===== config.mk =====
export PLATFORM = sky130hd
export DESIGN_NAME = clkpll_ctrl
export DESIGN_NICKNAME = d
export VERILOG_FILES = /design/src/rtl/pcg_pkg.sv /design/src/rtl/pcg_regs.sv /design/src/rtl/pcg_settle.sv /design/src/rtl/pcg_ratio.sv /design/src/rtl/clkpll_ctrl.sv
export SDC_FILE = /design/constraint.sdc
export NUM_CORES = 1
export LEC_CHECK = 0
export ABC_AREA = 1
export BUFFER_PORTS_ARGS = -buffer_cell sky130_fd_sc_hd__buf_2
export CORE_ASPECT_RATIO = 1.2
export CORE_MARGIN = 2
export CORE_UTILIZATION = 45
export CTS_CLUSTER_SIZE = 12
export DETAILED_ROUTE_END_ITERATION = 10
export GPL_TIMING_DRIVEN = 0
export PLACE_DENSITY = 0.77
export SLEW_MARGIN = 25
export SYNTH_ARGS = -nofsm -noshare
export SYNTH_HDL_FRONTEND = slang
export SYNTH_SLANG_ARGS = --single-unit
export TNS_END_PERCENT = 50

===== constraint.sdc =====
create_clock -name clk -period 1.4 [get_ports clk]
set_input_delay 0.14 -clock clk [delete_from_list [all_inputs] [get_ports clk]]
set_output_delay 0.14 -clock clk [all_outputs]
set_load 0.005 [all_outputs]

===== src/rtl/pcg_pkg.sv =====
package pcg_pkg;
    localparam logic [7:0] OFS_LPWR = 8'h04;
    localparam logic [7:0] OFS_PLL  = 8'h10;
    localparam logic [7:0] OFS_GATE = 8'h20;
    localparam logic [7:0] OFS_SLPC = 8'h24;

    localparam int M_W      = 9;
    localparam int N_W      = 5;
    localparam int OD_W     = 2;
    localparam int SETTLE_W = 4;
    localparam int NUM_W    = M_W + 1;
    localparam int DEN_W    = N_W + 3;

    typedef enum logic [1:0] {
        ST_OFF    = 2'd0,
        ST_SETTLE = 2'd1,
        ST_LOCKED = 2'd2
    } settle_state_e;

    typedef struct packed {
        logic [M_W-1:0]      m;
        logic [N_W-1:0]      n;
        logic [OD_W-1:0]     od;
        logic                bypass;
        logic                enable;
        logic [SETTLE_W-1:0] settle;
    } pll_cfg_t;
endpackage


===== src/rtl/pcg_regs.sv =====
module pcg_regs
    import pcg_pkg::*;
#(
    parameter int ADDR_W = 8,
    parameter int GATE_N = 16
) (
    input  logic              clk,
    input  logic              rst_n,
    input  logic              wr_en,
    input  logic [ADDR_W-1:0] addr,
    input  logic [31:0]       wdata,
    input  logic              pll_stable,
    output pll_cfg_t          cfg,
    output logic [GATE_N-1:0] gate_q,
    output logic              lp_sleep,
    output logic              lp_doze,
    output logic              usbd_en,
    output logic              usbh_susp,
    output logic [31:0]       rdata
);
    logic hit_pll, hit_gate, hit_lpwr, hit_slpc;

    assign hit_pll  = (addr == ADDR_W'(OFS_PLL));
    assign hit_gate = (addr == ADDR_W'(OFS_GATE));
    assign hit_lpwr = (addr == ADDR_W'(OFS_LPWR));
    assign hit_slpc = (addr == ADDR_W'(OFS_SLPC));

    always_ff @(posedge clk or negedge rst_n) begin
        if (!rst_n) begin
            cfg       <= '0;
            gate_q    <= '1;
            lp_sleep  <= 1'b0;
            lp_doze   <= 1'b0;
            usbd_en   <= 1'b0;
            usbh_susp <= 1'b0;
        end else if (wr_en) begin
            if (hit_pll) begin
                cfg.m      <= wdata[31:23];
                cfg.n      <= wdata[22:18];
                cfg.od     <= wdata[17:16];
                cfg.bypass <= wdata[9];
                cfg.enable <= wdata[8];
                cfg.settle <= wdata[3:0];
            end
            if (hit_gate) gate_q <= wdata[GATE_N-1:0];
            if (hit_lpwr) begin
                lp_sleep <= wdata[0];
                lp_doze  <= wdata[2];
            end
            if (hit_slpc) begin
                usbd_en   <= wdata[6];
                usbh_susp <= wdata[7];
            end
        end
    end

    always_comb begin
        rdata = '0;
        if (hit_pll) begin
            rdata[31:23] = cfg.m;
            rdata[22:18] = cfg.n;
            rdata[17:16] = cfg.od;
            rdata[10]    = pll_stable;
            rdata[9]     = cfg.bypass;
            rdata[8]     = cfg.enable;
            rdata[3:0]   = cfg.settle;
        end
        if (hit_gate) rdata[GATE_N-1:0] = gate_q;
        if (hit_lpwr) begin
            rdata[0] = lp_sleep;
            rdata[2] = lp_doze;
        end
        if (hit_slpc) begin
            rdata[6] = usbd_en;
            rdata[7] = usbh_susp;
        end
    end
endmodule


===== src/rtl/pcg_settle.sv =====
module pcg_settle
    import pcg_pkg::*;
#(
    parameter int CNT_IN_W = 4,
    parameter int PRESCALE = 8
) (
    input  logic                clk,
    input  logic                rst_n,
    input  logic                enable,
    input  logic [CNT_IN_W-1:0] settle,
    output logic                stable
);
    localparam int MAX_LOAD = PRESCALE * ((1 << CNT_IN_W) - 1);
    localparam int CNT_W    = $clog2(MAX_LOAD + 1);

    settle_state_e    state_q, state_d;
    logic [CNT_W-1:0] cnt_q, cnt_d;
    logic [CNT_W-1:0] load_val;

    assign load_val = CNT_W'(settle) * CNT_W'(PRESCALE);

    always_comb begin
        state_d = state_q;
        cnt_d   = cnt_q;
        unique case (state_q)
            ST_OFF: begin
                cnt_d = load_val;
                if (enable) begin
                    if (load_val == '0) state_d = ST_LOCKED;
                    else                state_d = ST_SETTLE;
                end
            end
            ST_SETTLE: begin
                if (!enable)                     state_d = ST_OFF;
                else if (cnt_q == CNT_W'(1))     state_d = ST_LOCKED;
                else                             cnt_d   = cnt_q - CNT_W'(1);
            end
            ST_LOCKED: begin
                if (!enable) state_d = ST_OFF;
            end
            default: state_d = ST_OFF;
        endcase
    end

    always_ff @(posedge clk or negedge rst_n) begin
        if (!rst_n) begin
            state_q <= ST_OFF;
            cnt_q   <= '0;
        end else begin
            state_q <= state_d;
            cnt_q   <= cnt_d;
        end
    end

    always_comb begin
        stable = (state_q == ST_LOCKED);
    end
endmodule


===== src/rtl/pcg_ratio.sv =====
module pcg_ratio
    import pcg_pkg::*;
(
    input  logic [M_W-1:0]   m,
    input  logic [N_W-1:0]   n,
    input  logic [OD_W-1:0]  od,
    input  logic             bypass,
    output logic [NUM_W-1:0] num,
    output logic [DEN_W-1:0] den
);
    logic [1:0]       od_shift;
    logic [DEN_W-1:0] n_plus;

    always_comb begin
        unique case (od)
            2'd0:    od_shift = 2'd0;
            2'd1:    od_shift = 2'd1;
            2'd2:    od_shift = 2'd1;
            default: od_shift = 2'd2;
        endcase
    end

    assign n_plus = DEN_W'(n) + DEN_W'(2);

    always_comb begin
        if (bypass) begin
            num = NUM_W'(1);
            den = DEN_W'(1);
        end else begin
            num = NUM_W'(m) + NUM_W'(2);
            den = n_plus << od_shift;
        end
    end
endmodule


===== src/rtl/clkpll_ctrl.sv =====
module clkpll_ctrl
    import pcg_pkg::*;
#(
    parameter int ADDR_W   = 8,
    parameter int GATE_N   = 16,
    parameter int PRESCALE = 8
) (
    input  logic              clk,
    input  logic              rst_n,
    input  logic              wr_en,
    input  logic [ADDR_W-1:0] addr,
    input  logic [31:0]       wdata,
    output logic [31:0]       rdata,
    output logic [GATE_N-1:0] gate_stop,
    output logic              pll_en,
    output logic              pll_bypass,
    output logic              pll_stable,
    output logic [NUM_W-1:0]  ratio_num,
    output logic [DEN_W-1:0]  ratio_den,
    output logic              sleep_on_wait,
    output logic              doze_en,
    output logic              usbd_clk_en,
    output logic              usbh_suspend
);
    pll_cfg_t cfg;

    pcg_regs #(.ADDR_W(ADDR_W), .GATE_N(GATE_N)) u_regs (
        .clk        (clk),
        .rst_n      (rst_n),
        .wr_en      (wr_en),
        .addr       (addr),
        .wdata      (wdata),
        .pll_stable (pll_stable),
        .cfg        (cfg),
        .gate_q     (gate_stop),
        .lp_sleep   (sleep_on_wait),
        .lp_doze    (doze_en),
        .usbd_en    (usbd_clk_en),
        .usbh_susp  (usbh_suspend),
        .rdata      (rdata)
    );

    pcg_settle #(.CNT_IN_W(SETTLE_W), .PRESCALE(PRESCALE)) u_settle (
        .clk    (clk),
        .rst_n  (rst_n),
        .enable (cfg.enable),
        .settle (cfg.settle),
        .stable (pll_stable)
    );

    pcg_ratio u_ratio (
        .m      (cfg.m),
        .n      (cfg.n),
        .od     (cfg.od),
        .bypass (cfg.bypass),
        .num    (ratio_num),
        .den    (ratio_den)
    );

    assign pll_en     = cfg.enable;
    assign pll_bypass = cfg.bypass;
endmodule


==> impl_metrics.csv, run 1 <==
group,metric,value,unit
run_status,outcome,"finished with violations",
run_status,failed_checks,"setup timing",
global_route,grt_pass1_vias,3014,
routing,avgViaCountPerCell,5.02,
pwr,clkPwrFrac,31.6,%
routing,vias,3271,
yosys,syn-cell-area,0.00304,mm^2
pwr,seqPwrFrac,50.8,%
cells_and_area,drive_gt1_share,43.2,%
floorplan,pin_count,116,
routing,drc,0,
floorplan,num_rows,32,
sta,fmax,578,MHz
cells_and_area,fillers,547,
sta,timing.slew.headroom,56.8,%
place,portBuffers,115,
cts,root_buffer,"clkbuf_8",
pwr,irDropWorstVdd,0.000480,V
routing,routed_wl,8700,um
cells_and_area,utilization,66.0,%
cells_and_area,layout.cells.non_filler,652,
floorplan,core,0.00649,mm^2
sta,setup_slack,-0.331,ns
routing,detail_route.wl_per_cell,13.3,um
yosys,yosysWarningCount,0,
yosys,synth_top_area_cell,"dfrtp_1",
global_route,grt_usage,22.3,%
yosys,ys_dominant_reg_cell,"dfrtp_1",
yosys,synth_edf_count,0,
sta,finalHoldViolCount,0,
pwr,leakagePower,0.00241,uW
cells_and_area,nets,614,
pwr,p_switching,926,uW
pwr,powerDensity,748,mW/mm^2
pwr,swShare,28.9,%
setup_path,cp.arrival,1.59,ns
yosys,yosysUniqueCellTypes,32,
yosys,syn_nets,467,
routing,dr.pass1.iters,4,
setup_path,crit_type,"register to output pin",
sta,min_period_over_period,124,%
place,dp_hpwl,5880,um
cells_and_area,final_area,0.00428,mm^2
routing,postRouteAntennaNets,0,
sta,post-route-min-period,1.73,ns
floorplan,die_x,79.0,um
sta,skew,0.00819,ns
floorplan,dieArea,0.00742,mm^2
global_route,antenna_found_initial,0,
place,dp_cells,619,
sta,rsz0062_at_grt,"true",
yosys,syn_area_per_cell,7.25,um^2
cells_and_area,n_antenna_cell,0,
yosys,synth_seq_cells,51,
global_route,grt_max_degree,52,
setup_path,path_max_fanout,2,
floorplan,die_y,94.0,um
cts,h-tree-depth,2,
setup_path,endpoint_kind,"output pin",
cts,clkTransAtPathRegs,0.10,ns
flow_run,cap_violations,0,
hold_path,hold_class,"input port to register",
cts,cts_tree,"done",
yosys,synth_top_cell_area_share,28.8,%
yosys,synth-async-reset-ratio,100,%
pwr,intPower,2280,uW
cts,cts_num_sinks,51,
cts,cts_made_buffers,5,
place,place_area,0.00372,mm^2
pwr,pwr-share-comb,17.7,%
sta,worst-slew-pin-transition,0.647,ns
pwr,finalPower,3200,uW
sta,setup_viol,16,
floorplan,start_util,46.8,%
global_route,gr-total-overflow,0,
yosys,seq_area_frac_synth,42.7,%
global_route,grt_pass1_wl,13000,um
cts,clock_path_buffers,2,
cts,insertion_delay,0.32,ns
cells_and_area,syn_to_final_growth,41.0,%
yosys,syn_inst,419,
yosys,synthTopCellsByArea,"dfrtp_1, nand2_1, dfstp_2, nand3_1, inv_1",
place,gp_congestion,0.871,
routing,drt_iter0_drc,158,
setup_path,critPathLaunchType,"register",
sta,slew_viol_final,0,
setup_path,cp_data_required_time,1.26,ns
-- cell families after synthesis --
logic type,after synthesis,synth area share (%)
compound gates,34,7.00
xor+xnor,3,0.865
fa+ha+maj,5,2.06
buf+inv,61,9.19
flops,51,42.7
simple gates,265,38.2
-- layer usage --
layer | vias to the layer above | wire (um) | GRT usage, %
met5 | - | 0 | 0
met3 | 18 | 610 | 4.62
met4 | 0 | 155 | 7.33
met1 | 1510 | 3340 | 26.0
met2 | 142 | 4590 | 40.3
li1 | 1601 | - | -
-- registers in the layout, summed over array words and instances, names as in the netlist --
register,flops
u_regs.usbh_susp,1
u_regs.usbd_en,1
u_regs.lp_doze,1
u_regs.lp_sleep,1
u_settle.cnt_q,7
u_settle.state_q,2
u_regs.cfg,22
u_regs.gate_q,16
-- critical path, stage by stage (launching register included) --
cell     delay, ns
dfrtp_1       0.37
ha_2          0.19
nand2_2       0.07
nor3_4        0.18
nand3_2       0.12
nor3_2        0.19
buf_2         0.14
-- through the flow --
step           TNS, ns  hold slack, ns  worst slack, ns
2_1_floorplan        0          -0.156           0.0561
3_3_place_gp    -0.814           0.335           -0.150
3_5_place_dp     -1.33           0.211           -0.160
4_1_cts          -3.37          0.0103           -0.326
5_1_grt          -4.79          0.0186           -0.404
6_report         -3.49          0.0168           -0.331
-- cells in the final DEF (no fill, tap or decap), types with 3 or more instances in the layout --
| master | n |
|---|---|
| nand2_2 | 10 |
| nand2_1 | 140 |
| nand3_1 | 37 |
| nor3_2 | 3 |
| nand3_2 | 8 |
| a21oi_2 | 8 |
| o21ai_0 | 6 |
| buf_2 | 115 |
| nor2_1 | 44 |
| buf_4 | 19 |
| nor2_4 | 6 |
| buf_6 | 14 |
| o21ai_1 | 6 |
| nor2_2 | 7 |
| clkbuf_8 | 5 |
| inv_2 | 3 |
| dfstp_2 | 16 |
| nand2_4 | 3 |
| dfrtp_1 | 33 |
| inv_1 | 45 |
| o21ai_2 | 7 |
-- area by class of cell --
cell class	instances	area [um^2]	area share (%)
plain buffers	10	98.8	2.31
clock buffers	6	93.8	2.19
clock inverters	2	17.5	0.409
inverters	51	204	4.76
multi-input cells	307	1670	39.0
flip-flops and latches	51	1300	30.3
well taps	85	106	2.48
repair buffers	140	791	18.5
-- synthesized netlist by cell type, types with 2 or more instances --
library cell and instances:
a21oi_1 3, a21oi_2 7, buf_6 6, clkbuf_1 2, dfrtp_1 35, dfstp_2 16
ha_1 5, inv_1 50, nand2_1 148, nand2_2 4, nand3_1 45, nand3_2 2
nor2_1 49, nor2_2 5, nor2_4 3, nor3_1 3, o21ai_0 17, o21ai_2 2
o22ai_1 3, xor2_1 2
-- worst paths after layout --
kind                                   start                end  slack, ns  cells past startpoint
min in group asynchronous              rst_n     u_regs.cfg[14]       0.38                      2
min                                wdata[18]      u_regs.cfg[8]       0.02                      3
max in group asynchronous              rst_n      u_regs.cfg[5]       0.54                      2
min reg2reg                 u_regs.gate_q[2]   u_regs.gate_q[2]       0.48                      2
max                           u_regs.cfg[14]       ratio_num[9]      -0.33                      6
max reg2reg                u_settle.cnt_q[0]  u_settle.cnt_q[4]       0.03                      7
-- power groups by stage --
stage / Clock [uW] / Sequential, uW / Combinational [uW]
6_report: 1010 / 1630 / 565
5_1_grt: 1090 / 1640 / 627
4_1_cts: 1040 / 1620 / 493
3_5_place_dp: 0 / 1650 / 442
3_3_place_gp: 0 / 1640 / 430
2_1_floorplan: 0 / 1640 / 226
-- repair_timing --
item | CTS | global route
pin swaps | 13 | 16
setup endpoints to repair | 29 | 41
setup buffers | 12 | 13
endpoints found under the hold margin | 35 | 0
hold buffers | 1 | 0
resized for setup | 32 | 48
Note: power is estimated with default switching activity, not from simulation.
==> inputs of run 2 (changes only) <==
- ABC_AREA: 1 -> 0
- SYNTH_HIERARCHICAL: not set -> 1
==> impl_metrics.csv, run 2 <==
group,metric,value,unit
yosys,synth_edf_count,0,
floorplan,dieArea,0.00760,mm^2
cells_and_area,fillers,495,
sta,setup_viol,34,
sta,slew_viol_final,0,
place,gp_congestion,0.817,
setup_path,worst_path_max_delay_cell,"dfrtp_1",
floorplan,pin_count,116,
pwr,p_switching,881,uW
setup_path,crit_type,"register to output pin",
yosys,ys_dominant_reg_cell,"dfrtp_1",
pwr,seqPwrFrac,49.8,%
cts,cts_made_buffers,5,
routing,postRouteAntennaNets,0,
floorplan,start_util,46.0,%
cells_and_area,n_antenna_cell,0,
cells_and_area,drive_gt1_share,67.4,%
cts,cts_tree,"done",
pwr,pwr-share-comb,18.0,%
flow_run,cap_violations,0,
run_status,outcome,"finished with violations",
yosys,syn_inst,277,
yosys,synthTopCellsByArea,"dfrtp_1, dfstp_2, mux2_2, mux2_4, and2_1",
sta,rsz0062_at_grt,"true",
yosys,synthTopCellsByCount,"dfrtp_1, mux2_2, and2_1",
global_route,grt_pass1_wl,13500,um
cts,h-tree-depth,2,
floorplan,num_rows,33,
yosys,yosysUniqueCellTypes,68,
cts,clkTransAtPathRegs,0.10,ns
routing,avgViaCountPerCell,5.61,
yosys,synth_top_cell_area_share,28.1,%
floorplan,die_x,79.9,um
sta,fmax,503,MHz
setup_path,critPathMaxStageDelay,0.44,ns
setup_path,path_cells,"ha_4 -> buf_6 -> nand4_1 -> or3_1 -> o41ai_2 -> buf_2",
sta,timing.slew.headroom,56.3,%
cells_and_area,nets,483,
sta,finalHoldViolCount,0,
setup_path,cp.arrival,1.85,ns
yosys,synth-async-reset-ratio,100,%
sta,hold_ws,0.0503,ns
routing,drt_iter0_drc,208,
sta,post-route-min-period,1.99,ns
sta,skew,0.0145,ns
setup_path,endpoint_kind,"output pin",
yosys,seq_area_frac_synth,41.7,%
routing,drc,0,
yosys,syn_area_per_cell,11.2,um^2
pwr,finalPower,3300,uW
cells_and_area,layout_commonest_cell,"buf_2",
hold_path,hold_class,"input port to register",
setup_path,path_max_fanout,8,
yosys,synth_top_area_cell,"dfrtp_1",
pwr,powerDensity,710,mW/mm^2
yosys,syn-cell-area,0.00311,mm^2
cells_and_area,layout_common_cells,"buf_2, mux2_2, dfrtp_1, buf_4, buf_6",
global_route,antenna_found_initial,0,
cts,root_buffer,"clkbuf_8",
cells_and_area,regMostFlops,"u_regs/cfg",
pwr,leakagePower,0.00228,uW
routing,vias,2934,
yosys,syn_nets,325,
routing,detail_route.wl_per_cell,17.6,um
routing,dr.pass1.iters,4,
global_route,grt_max_degree,52,
pwr,irDropWorstVdd,0.000652,V
cells_and_area,utilization,68.6,%
global_route,grt_usage,22.7,%
setup_path,critPathLaunchType,"register",
yosys,yosysWarningCount,6,
cts,cts_num_sinks,51,
setup_path,cp_data_required_time,1.26,ns
sta,setup_tns,-7.57,ns
floorplan,die_y,95.1,um
sta,min_period_over_period,142,%
cts,clock_path_buffers,2,
pwr,swShare,26.7,%
routing,routed_wl,9210,um
pwr,clkPwrFrac,32.1,%
place,dp_hpwl,5870,um
run_status,failed_checks,"setup timing",
cts,insertion_delay,0.31,ns
cells_and_area,largest_reg_flops,22,
cells_and_area,top_regs,"u_regs/cfg: 22 flops, u_regs/gate_q: 16 flops, u_settle/cnt_q: 7 flops",
pwr,intPower,2420,uW
floorplan,core,0.00677,mm^2
place,portBuffers,115,
yosys,synth_seq_cells,51,
sta,setup_slack,-0.586,ns
sta,worst-slew-pin-transition,0.655,ns
global_route,gr-total-overflow,0,
global_route,grt_pass1_vias,2804,
yosys,yosysMostFrequentCell,"dfrtp_1",
cells_and_area,syn_to_final_growth,49.3,%
==> run 2: cell types whose count changed after synthesis, sizes merged, moves of 5 or more <==
cell | before | now
nand2 | 153 | 11
nor2 | 58 | 13
inv | 51 | 7
mux2 | 0 | 44
nand3 | 47 | 9
and2 | 0 | 21
o21ai | 19 | 5
and3 | 0 | 9
or3 | 0 | 7
a22o | 0 | 6
a22oi | 0 | 5
==> run 2: final timing paths <==
path,startpoint,endpoint,slack (ns),depth (start not counted)
setup / recovery,u_regs/cfg[7],ratio_den[6],-0.59,6
hold / removal,wdata[10],u_regs/gate_q[10],0.05,2
setup reg to reg,u_settle/cnt_q[1],u_settle/state_q[1],-0.27,5
hold reg to reg,u_regs/lp_sleep,u_regs/lp_sleep,0.54,1
max in group asynchronous,rst_n,u_regs/cfg[4],0.53,2
min in group asynchronous,rst_n,u_settle/state_q[1],0.39,2
==> run 2: critical path, delay by kind of cell, from the launching register on <==
family | cells | cell delay, ns
AOI/OAI and AO/OA | 1 | 0.06
adders and majority gates | 1 | 0.33
buffers and inverters | 2 | 0.29
DFF | 1 | 0.44
and+or+nand+nor | 2 | 0.42
==> run 2: logic make-up (layout without fill, tap and decap cells) <==
group / after synthesis / in the layout / share of synthesized area [%]
compound gates: 52 / 52 / 13.1
mux: 44 / 44 / 17.1
xor+xnor: 4 / 4 / 1.13
buf+inv: 18 / 177 / 3.06
flops: 51 / 51 / 41.7
simple gates: 103 / 103 / 21.9
fa+ha+maj: 5 / 5 / 2.01
==> run 2: cell type report <==
class                      count  area [um^2]  area share, %
buffer                        10          133           2.85
sequential                    51         1310           28.2
tap                           87          109           2.34
clock inverter                 3         46.3          0.996
timing repair buffer         152          948           20.4
multi-input combinational    208         2010           43.2
clock buffer                   5         68.8           1.48
inverter                       7         26.3          0.565
==> run 2: power groups by stage <==
stage / registers [uW] / logic (uW) / clock network [uW]
3_3_place_gp: 1660 / 424 / 0
2_1_floorplan: 1640 / 225 / 0
4_1_cts: 1630 / 545 / 1070
3_5_place_dp: 1660 / 438 / 0
6_report: 1640 / 596 / 1060
5_1_grt: 1660 / 641 / 1150
==> run 2: stage by stage <==
step	instance area [um^2]	instances	worst slack, ns
6_report	4650	523	-0.586
5_1_grt	4650	523	-0.663
4_1_cts	4410	517	-0.581
3_5_place_dp	3840	479	-0.362
3_3_place_gp	3830	479	-0.331
2_1_floorplan	3150	277	-0.0962
==> run 2: what timing repair did <==
item                                   CTS  global route
buffers inserted                        27             8
gates cloned                             3             0
endpoints found under the hold margin   35             0
resized for setup                       58            44
hold buffers                             1             0
pin swaps                               22            15
setup endpoints to repair               60            51
==> run 2: layer usage <==
layer	global-route usage (%)	vias up	routed length (um)
met4	9.18	0	205
met5	0	-	0
met3	4.45	18	549
met1	26.0	1443	3500
li1	-	1354	-
met2	41.3	119	4960
